===== src/rtl/hexpad_pkg.sv =====
package hexpad_pkg;

  localparam int KP_COLS = 4;
  localparam int KP_ROWS = 4;

  typedef logic [1:0] kidx_t;

  typedef struct packed {
    kidx_t col;
    kidx_t row;
  } keycode_t;

  typedef enum logic {
    KS_IDLE,
    KS_HELD
  } keystate_t;

  // Digit printed on the key at (column, row), both counted from zero
  function automatic logic [3:0] key_digit(input kidx_t col, input kidx_t row);
    logic [3:0] d;
    case ({col, row})
      4'b00_00: d = 4'h1;
      4'b00_01: d = 4'h4;
      4'b00_10: d = 4'h7;
      4'b00_11: d = 4'h0;
      4'b01_00: d = 4'h2;
      4'b01_01: d = 4'h5;
      4'b01_10: d = 4'h8;
      4'b01_11: d = 4'hF;
      4'b10_00: d = 4'h3;
      4'b10_01: d = 4'h6;
      4'b10_10: d = 4'h9;
      4'b10_11: d = 4'hE;
      4'b11_00: d = 4'hA;
      4'b11_01: d = 4'hB;
      4'b11_10: d = 4'hC;
      default:  d = 4'hD;
    endcase
    return d;
  endfunction

endpackage


===== src/rtl/hexpad_colscan.sv =====
module hexpad_colscan
  import hexpad_pkg::*;
#(
  parameter int DWELL  = 100000,
  parameter int SETTLE = 8
) (
  input  logic                 clk,
  input  logic                 rst,
  output logic [KP_COLS-1:0]   col_n,
  output kidx_t                col_idx,
  output logic                 sample
);

  localparam int CW = (DWELL > 2) ? $clog2(DWELL) : 1;
  localparam logic [CW-1:0] LAST = CW'(DWELL - 1);
  localparam logic [CW-1:0] SPOT = CW'(SETTLE);

  logic [CW-1:0] dwell_cnt;

  always_ff @(posedge clk) begin
    if (rst) begin
      dwell_cnt <= '0;
      col_idx   <= '0;
    end else if (dwell_cnt == LAST) begin
      dwell_cnt <= '0;
      col_idx   <= col_idx + kidx_t'(1);
    end else begin
      dwell_cnt <= dwell_cnt + CW'(1);
    end
  end

  for (genvar i = 0; i < KP_COLS; i++) begin : g_col
    assign col_n[i] = (col_idx != kidx_t'(i));
  end

  assign sample = (dwell_cnt == SPOT);

endmodule


===== src/rtl/hexpad_rowsync.sv =====
module hexpad_rowsync #(
  parameter int WIDTH  = 4,
  parameter int STAGES = 2
) (
  input  logic             clk,
  input  logic             rst,
  input  logic [WIDTH-1:0] din,
  output logic [WIDTH-1:0] dout
);

  logic [WIDTH-1:0] stage_q [STAGES];

  for (genvar s = 0; s < STAGES; s++) begin : g_stage
    always_ff @(posedge clk) begin
      if (rst)
        stage_q[s] <= '1;
      else if (s == 0)
        stage_q[s] <= din;
      else
        stage_q[s] <= stage_q[(s > 0) ? s - 1 : 0];
    end
  end

  assign dout = stage_q[STAGES-1];

endmodule


===== src/rtl/hexpad_debounce.sv =====
module hexpad_debounce
  import hexpad_pkg::*;
#(
  parameter int DEBOUNCE = 3
) (
  input  logic               clk,
  input  logic               rst,
  input  logic               sample,
  input  kidx_t              col_idx,
  input  logic [KP_ROWS-1:0] row_s,
  output logic               accept,
  output logic [3:0]         acc_digit
);

  localparam int DW = $clog2(DEBOUNCE + 1);
  localparam logic [DW-1:0] DB_N = DW'(DEBOUNCE);

  keystate_t     state_q, state_d;
  keycode_t      cand_q, cand_d;
  logic          cand_vld_q, cand_vld_d;
  logic [DW-1:0] cnt_q, cnt_d;

  logic [KP_ROWS-1:0] row_low;
  logic               one_low;
  logic               any_low;
  kidx_t              row_hit;
  keycode_t           seen;
  logic [DW-1:0]      cnt_inc;

  assign row_low = ~row_s;
  assign one_low = $onehot(row_low);
  assign any_low = |row_low;

  always_comb begin
    row_hit = '0;
    for (int r = 0; r < KP_ROWS; r++) begin
      if (row_low[r]) row_hit = kidx_t'(r);
    end
  end

  assign seen    = '{col: col_idx, row: row_hit};
  assign cnt_inc = cnt_q + DW'(1);

  always_comb begin
    state_d    = state_q;
    cand_d     = cand_q;
    cand_vld_d = cand_vld_q;
    cnt_d      = cnt_q;
    accept     = 1'b0;
    if (sample) begin
      case (state_q)
        KS_IDLE: begin
          if (one_low) begin
            if (cand_vld_q && cand_q == seen) begin
              cnt_d = cnt_inc;
            end else begin
              cand_d     = seen;
              cand_vld_d = 1'b1;
              cnt_d      = DW'(1);
            end
            if (cnt_d == DB_N) begin
              accept     = 1'b1;
              state_d    = KS_HELD;
              cnt_d      = '0;
            end
          end else if (cand_vld_q && cand_q.col == col_idx) begin
            // the candidate's column read no key or several keys
            cand_vld_d = 1'b0;
            cnt_d      = '0;
          end
        end
        default: begin
          if (cand_q.col == col_idx) begin
            if (any_low) begin
              cnt_d = '0;
            end else if (cnt_inc == DB_N) begin
              state_d    = KS_IDLE;
              cand_vld_d = 1'b0;
              cnt_d      = '0;
            end else begin
              cnt_d = cnt_inc;
            end
          end
        end
      endcase
    end
  end

  always_ff @(posedge clk) begin
    if (rst) begin
      state_q    <= KS_IDLE;
      cand_q     <= '0;
      cand_vld_q <= 1'b0;
      cnt_q      <= '0;
    end else begin
      state_q    <= state_d;
      cand_q     <= cand_d;
      cand_vld_q <= cand_vld_d;
      cnt_q      <= cnt_d;
    end
  end

  assign acc_digit = key_digit(cand_d.col, cand_d.row);

endmodule


===== src/rtl/hexpad_shiftreg.sv =====
module hexpad_shiftreg #(
  parameter int DIGITS = 4
) (
  input  logic                clk,
  input  logic                rst,
  input  logic                accept,
  input  logic [3:0]          new_digit,
  output logic [4*DIGITS-1:0] digits,
  output logic                key_valid
);

  localparam int W = 4 * DIGITS;

  always_ff @(posedge clk) begin
    if (rst) begin
      digits    <= '0;
      key_valid <= 1'b0;
    end else begin
      key_valid <= accept;
      if (accept) digits <= {digits[W-5:0], new_digit};
    end
  end

endmodule


===== src/rtl/hexpad_entry.sv =====
module hexpad_entry
  import hexpad_pkg::*;
#(
  parameter int DWELL    = 100000,
  parameter int SETTLE   = 8,
  parameter int DEBOUNCE = 3,
  parameter int DIGITS   = 4
) (
  input  logic                clk,
  input  logic                rst,
  input  logic [3:0]          row_n,
  output logic [3:0]          col_n,
  output logic [4*DIGITS-1:0] digits,
  output logic                key_valid
);

  kidx_t        col_idx;
  logic         sample;
  logic [3:0]   row_s;
  logic         accept;
  logic [3:0]   acc_digit;

  hexpad_colscan #(.DWELL(DWELL), .SETTLE(SETTLE)) u_scan (
    .clk     (clk),
    .rst     (rst),
    .col_n   (col_n),
    .col_idx (col_idx),
    .sample  (sample)
  );

  hexpad_rowsync #(.WIDTH(KP_ROWS), .STAGES(2)) u_sync (
    .clk  (clk),
    .rst  (rst),
    .din  (row_n),
    .dout (row_s)
  );

  hexpad_debounce #(.DEBOUNCE(DEBOUNCE)) u_deb (
    .clk       (clk),
    .rst       (rst),
    .sample    (sample),
    .col_idx   (col_idx),
    .row_s     (row_s),
    .accept    (accept),
    .acc_digit (acc_digit)
  );

  hexpad_shiftreg #(.DIGITS(DIGITS)) u_reg (
    .clk       (clk),
    .rst       (rst),
    .accept    (accept),
    .new_digit (acc_digit),
    .digits    (digits),
    .key_valid (key_valid)
  );

endmodule


===== config.mk =====
export PLATFORM = sky130hd
export DESIGN_NAME = hexpad_entry
export DESIGN_NICKNAME = d
export VERILOG_FILES = /design/src/rtl/hexpad_pkg.sv /design/src/rtl/hexpad_colscan.sv /design/src/rtl/hexpad_rowsync.sv /design/src/rtl/hexpad_debounce.sv /design/src/rtl/hexpad_shiftreg.sv /design/src/rtl/hexpad_entry.sv
export SDC_FILE = /design/constraint.sdc
export NUM_CORES = 1
export LEC_CHECK = 0
export BUFFER_PORTS_ARGS = -buffer_cell sky130_fd_sc_hd__buf_2
export CAP_MARGIN = 20
export CORE_MARGIN = 4
export CORE_UTILIZATION = 34
export CTS_CLUSTER_SIZE = 8
export DETAILED_ROUTE_END_ITERATION = 7
export PLACE_DENSITY = 0.56
export RECOVER_POWER = 100
export SYNTH_ARGS = -nofsm -noshare
export SYNTH_HDL_FRONTEND = slang
export SYNTH_SLANG_ARGS = --single-unit
export TNS_END_PERCENT = 50

===== constraint.sdc =====
create_clock -name clk -period 9.4 [get_ports clk]
set_input_delay 1.41 -clock clk [delete_from_list [all_inputs] [get_ports clk]]
set_output_delay 1.41 -clock clk [all_outputs]
set_load 0.02 [all_outputs]

==> impl_metrics.py <==
metrics = {
    "status": {
        "outcome": "complete, but fails checks",
        "failed_checks": "max-capacitance violations, max-slew violations",
    },
    "timing": {
        "fin_tns_setup_ns": 0,
        "report.final.slew_viol_count": 40,
        "layout_min_cycle_time_ns": 4.16,
        "setup_viol": 0,
        "hold_slack_ns": 0.420,
        "max-slew-margin-rel": -0.0559,
        "finalHoldViolCount": 0,
        "fin_skew_ns": 0.00615,
        "fmax_mhz": 240,
        "period_share": 0.443,
        "tightest_slew_ns": 1.58,
        "rsz0062_at_grt": "false",
    },
    "hold_path": {
        "whs_path_depth": 1,
        "holdCritStartpoint": "u_sync.stage_q[0][2]",
        "min_to": "u_sync.stage_q[1][2]",
        "min_path_type": "register to register",
    },
    "floorplan": {
        "initial_core_util": 0.350,
        "die_area_sq_mm": 0.00891,
        "dieHeight_microns": 94.4,
        "num_io_pins": 27,
        "coreArea_sq_mm": 0.00725,
        "die_w_microns": 94.4,
        "fp-row-count": 31,
    },
    "global_routing": {
        "antenna_found_initial": 0,
        "overflow": 0,
        "grt_pass1_vias": 1909,
        "grt_usage": 0.121,
        "grt_start_max_net_pins": 40,
        "grt_first_pass_wirelength_microns": 8560,
    },
    "worst_setup_path": {
        "reg2reg_to": "u_reg.digits[2]",
        "r2r_start": "u_sync.stage_q[1][3]",
        "crit_type": "register to register",
        "arrival_ns": 4.38,
        "ff2ff_setup_slack_ns": 5.24,
        "worstPathMaxFanout": 7,
        "critPathCaptureType": "register",
        "cp-start-kind": "register",
        "critPathRequiredTime_ns": 9.62,
        "rr_worst_depth": 13,
    },
    "pwr": {
        "p_total_mw": 0.402,
        "power_leakage_nw": 1.04,
        "ir_drop_uv": 79.0,
        "power_density_mw_per_mm2": 144,
    },
    "detailed_routing": {
        "vias_per_cell": 4.80,
        "vias": 1970,
        "wire_per_inst_microns": 11.7,
        "dr.pass1.iters": 4,
        "drcViolationCount": 0,
        "final_antenna_net_count": 0,
        "drt_wl_total_microns": 4820,
        "drt_iter0_markers": 94,
    },
    "logic_synthesis": {
        "syn_area_per_cell_sq_um": 8.81,
        "yosysUniqueCellTypes": 53,
        "ys_warn_count": 0,
        "synth-seq-cells": 52,
        "netlist_area_sq_mm": 0.00254,
        "synth_cells": 288,
        "synthArstFlopShare": 0,
        "ys.flop_type": "dfxtp_1",
        "synth_edf_count": 0,
        "syn_nets": 312,
        "yosysSeqAreaShare": 0.410,
    },
    "clock_network": {
        "cts-htree-levels": 2,
        "clkSinkCount": 52,
        "path_clk_slew_ns": 0.09,
        "postCtsSetupRepairBufs": 0,
        "cts_hold_buf": 0,
        "cts_tree": "done",
        "clock_latency_ns": 0.30,
        "ctsResizeCount": 0,
        "clockRootBuffer": "clkbuf_8",
        "clock_path_buffers": 2,
        "cts_buffers": 5,
    },
    "job": {
        "maxCapViolCount": 1,
    },
    "placed_design": {
        "place_hpwl_microns": 3520,
        "port_buffers": 26,
        "routabilityCongestion": 0.820,
        "dpl-instance-area_sq_mm": 0.00272,
    },
    "cells_and_area": {
        "fin_nets": 334,
        "syn2layout_area_growth_pct": 9.91,
        "antennaDiodeCount": 0,
        "drive_above_1_share": 0.0997,
        "fillers": 739,
        "final_cell_area_sq_mm": 0.00279,
    },
}
==> cell usage after synthesis, types with 2 or more instances <==
library cell	n	share of area
a211oi_2	2	0.0099
a21o_1	2	0.0059
a21oi_1	20	0.039
a22oi_1	2	0.0059
and4_1	2	0.0069
buf_2	3	0.0059
buf_4	2	0.0059
buf_6	2	0.0089
clkbuf_1	3	0.0044
dfxtp_1	52	0.41
ha_1	17	0.084
inv_1	18	0.027
mux2i_1	2	0.0079
nand2_1	37	0.055
nand3_1	15	0.030
nand3b_1	2	0.0059
nand4_1	4	0.0099
nor2_1	36	0.053
nor3_1	2	0.0039
nor3b_1	2	0.0059
o21ai_0	5	0.0099
or2_2	10	0.025
xnor2_1	6	0.021
xor2_1	13	0.045
==> routing by layer <==
layer  part of all wire  GRT usage  wire length (microns)
met5                  0          0                      0
met4              0.022     0.0590                    104
met3              0.042     0.0247                    202
met2               0.47      0.195                   2270
met1               0.47      0.153                   2240
==> layout by cell type, fill, tap and decap left out, types with 2 or more instances in the layout <==
cell type,count
clkbuf_1,22
nand3b_1,2
inv_1,18
a211oi_2,2
xor2_1,13
nand2_1,37
a21o_1,2
dfxtp_1,52
a21oi_1,20
nor3_1,2
nor2_1,36
ha_1,17
mux2i_1,2
a22oi_1,2
clkbuf_8,6
nand3_1,15
and4_1,2
o21ai_0,7
buf_2,4
nor3b_1,2
nand4_1,4
or2_2,9
xnor2_1,6
==> worst max-delay path: stages (launching register included) <==
cell and delay (ns):
dfxtp_1 0.45, inv_1 0.07, ha_1 0.28, ha_1 0.19
fa_1 0.43, nor4b_1 0.92, and4_1 0.46, nand3_1 0.10
o21ai_0 0.23, ha_1 0.33, nor2_1 0.09, a21oi_1 0.05
mux2_1 0.33, a211oi_2 0.17
==> cell type report <==
class / count / area (sq um) / share of cell area
repair buffers: 26 / 103 / 0.0368
inverters: 18 / 67.6 / 0.0242
clock inverters: 2 / 38.8 / 0.0139
flip-flops and latches: 52 / 1040 / 0.373
well taps: 99 / 124 / 0.0444
multi-input cells: 207 / 1330 / 0.478
clock buffers: 6 / 82.6 / 0.0296
==> flip-flops by register name (all words and copies together) (netlist names) <==
register and cells:
u_deb.cand_vld_q 1, u_reg.digits 16, u_deb.cand_q 4, u_sync.stage_q 8
u_deb.cnt_q 2, u_reg.key_valid 1, u_scan.dwell_cnt 17, u_scan.col_idx 2
u_deb.state_q 1
==> report_power, final <==
group	switching [mW]	total (mW)	internal (mW)
Sequential	0.00194	0.225	0.223
Combinational	0.0105	0.0167	0.00619
Clock	0.0737	0.161	0.0871
==> cell families after synthesis <==
logic type,share of synthesized area
AO/OA/AOI/OAI,0.113
XOR/XNOR,0.0655
adder cells (fa/ha/maj),0.0917
buffers and inverters,0.0537
flip-flops,0.410
multiplexers,0.0123
AND/OR/NAND/NOR,0.253
==> worst max-delay path by stage <==
stage	from	endpoint	slack, ns
final	u_sync.stage_q[1][3]	u_reg.digits[2]	5.24
after global routing	u_sync.stage_q[1][3]	u_reg.digits[2]	4.83
after CTS	u_sync.stage_q[1][3]	u_reg.digits[2]	5.81
after detailed placement	u_sync.stage_q[1][3]	u_reg.digits[2]	5.84
after global placement	u_sync.stage_q[1][3]	u_reg.digits[2]	5.94
after floorplan	u_sync.stage_q[1][3]	u_reg.digits[2]	6.15
==> stage by stage <==
| stage | setup WS [ns] | std cells | util |
|---|---|---|---|
| floorplan | 6.15 | 288 | - |
| global placement | 5.94 | 402 | 0.376 |
| detailed placement | 5.84 | 402 | 0.376 |
| CTS | 5.81 | 410 | 0.392 |
| global route | 4.83 | 410 | 0.385 |
| finish | 5.24 | 410 | 0.385 |
Note: power is estimated with default switching activity, not from simulation.
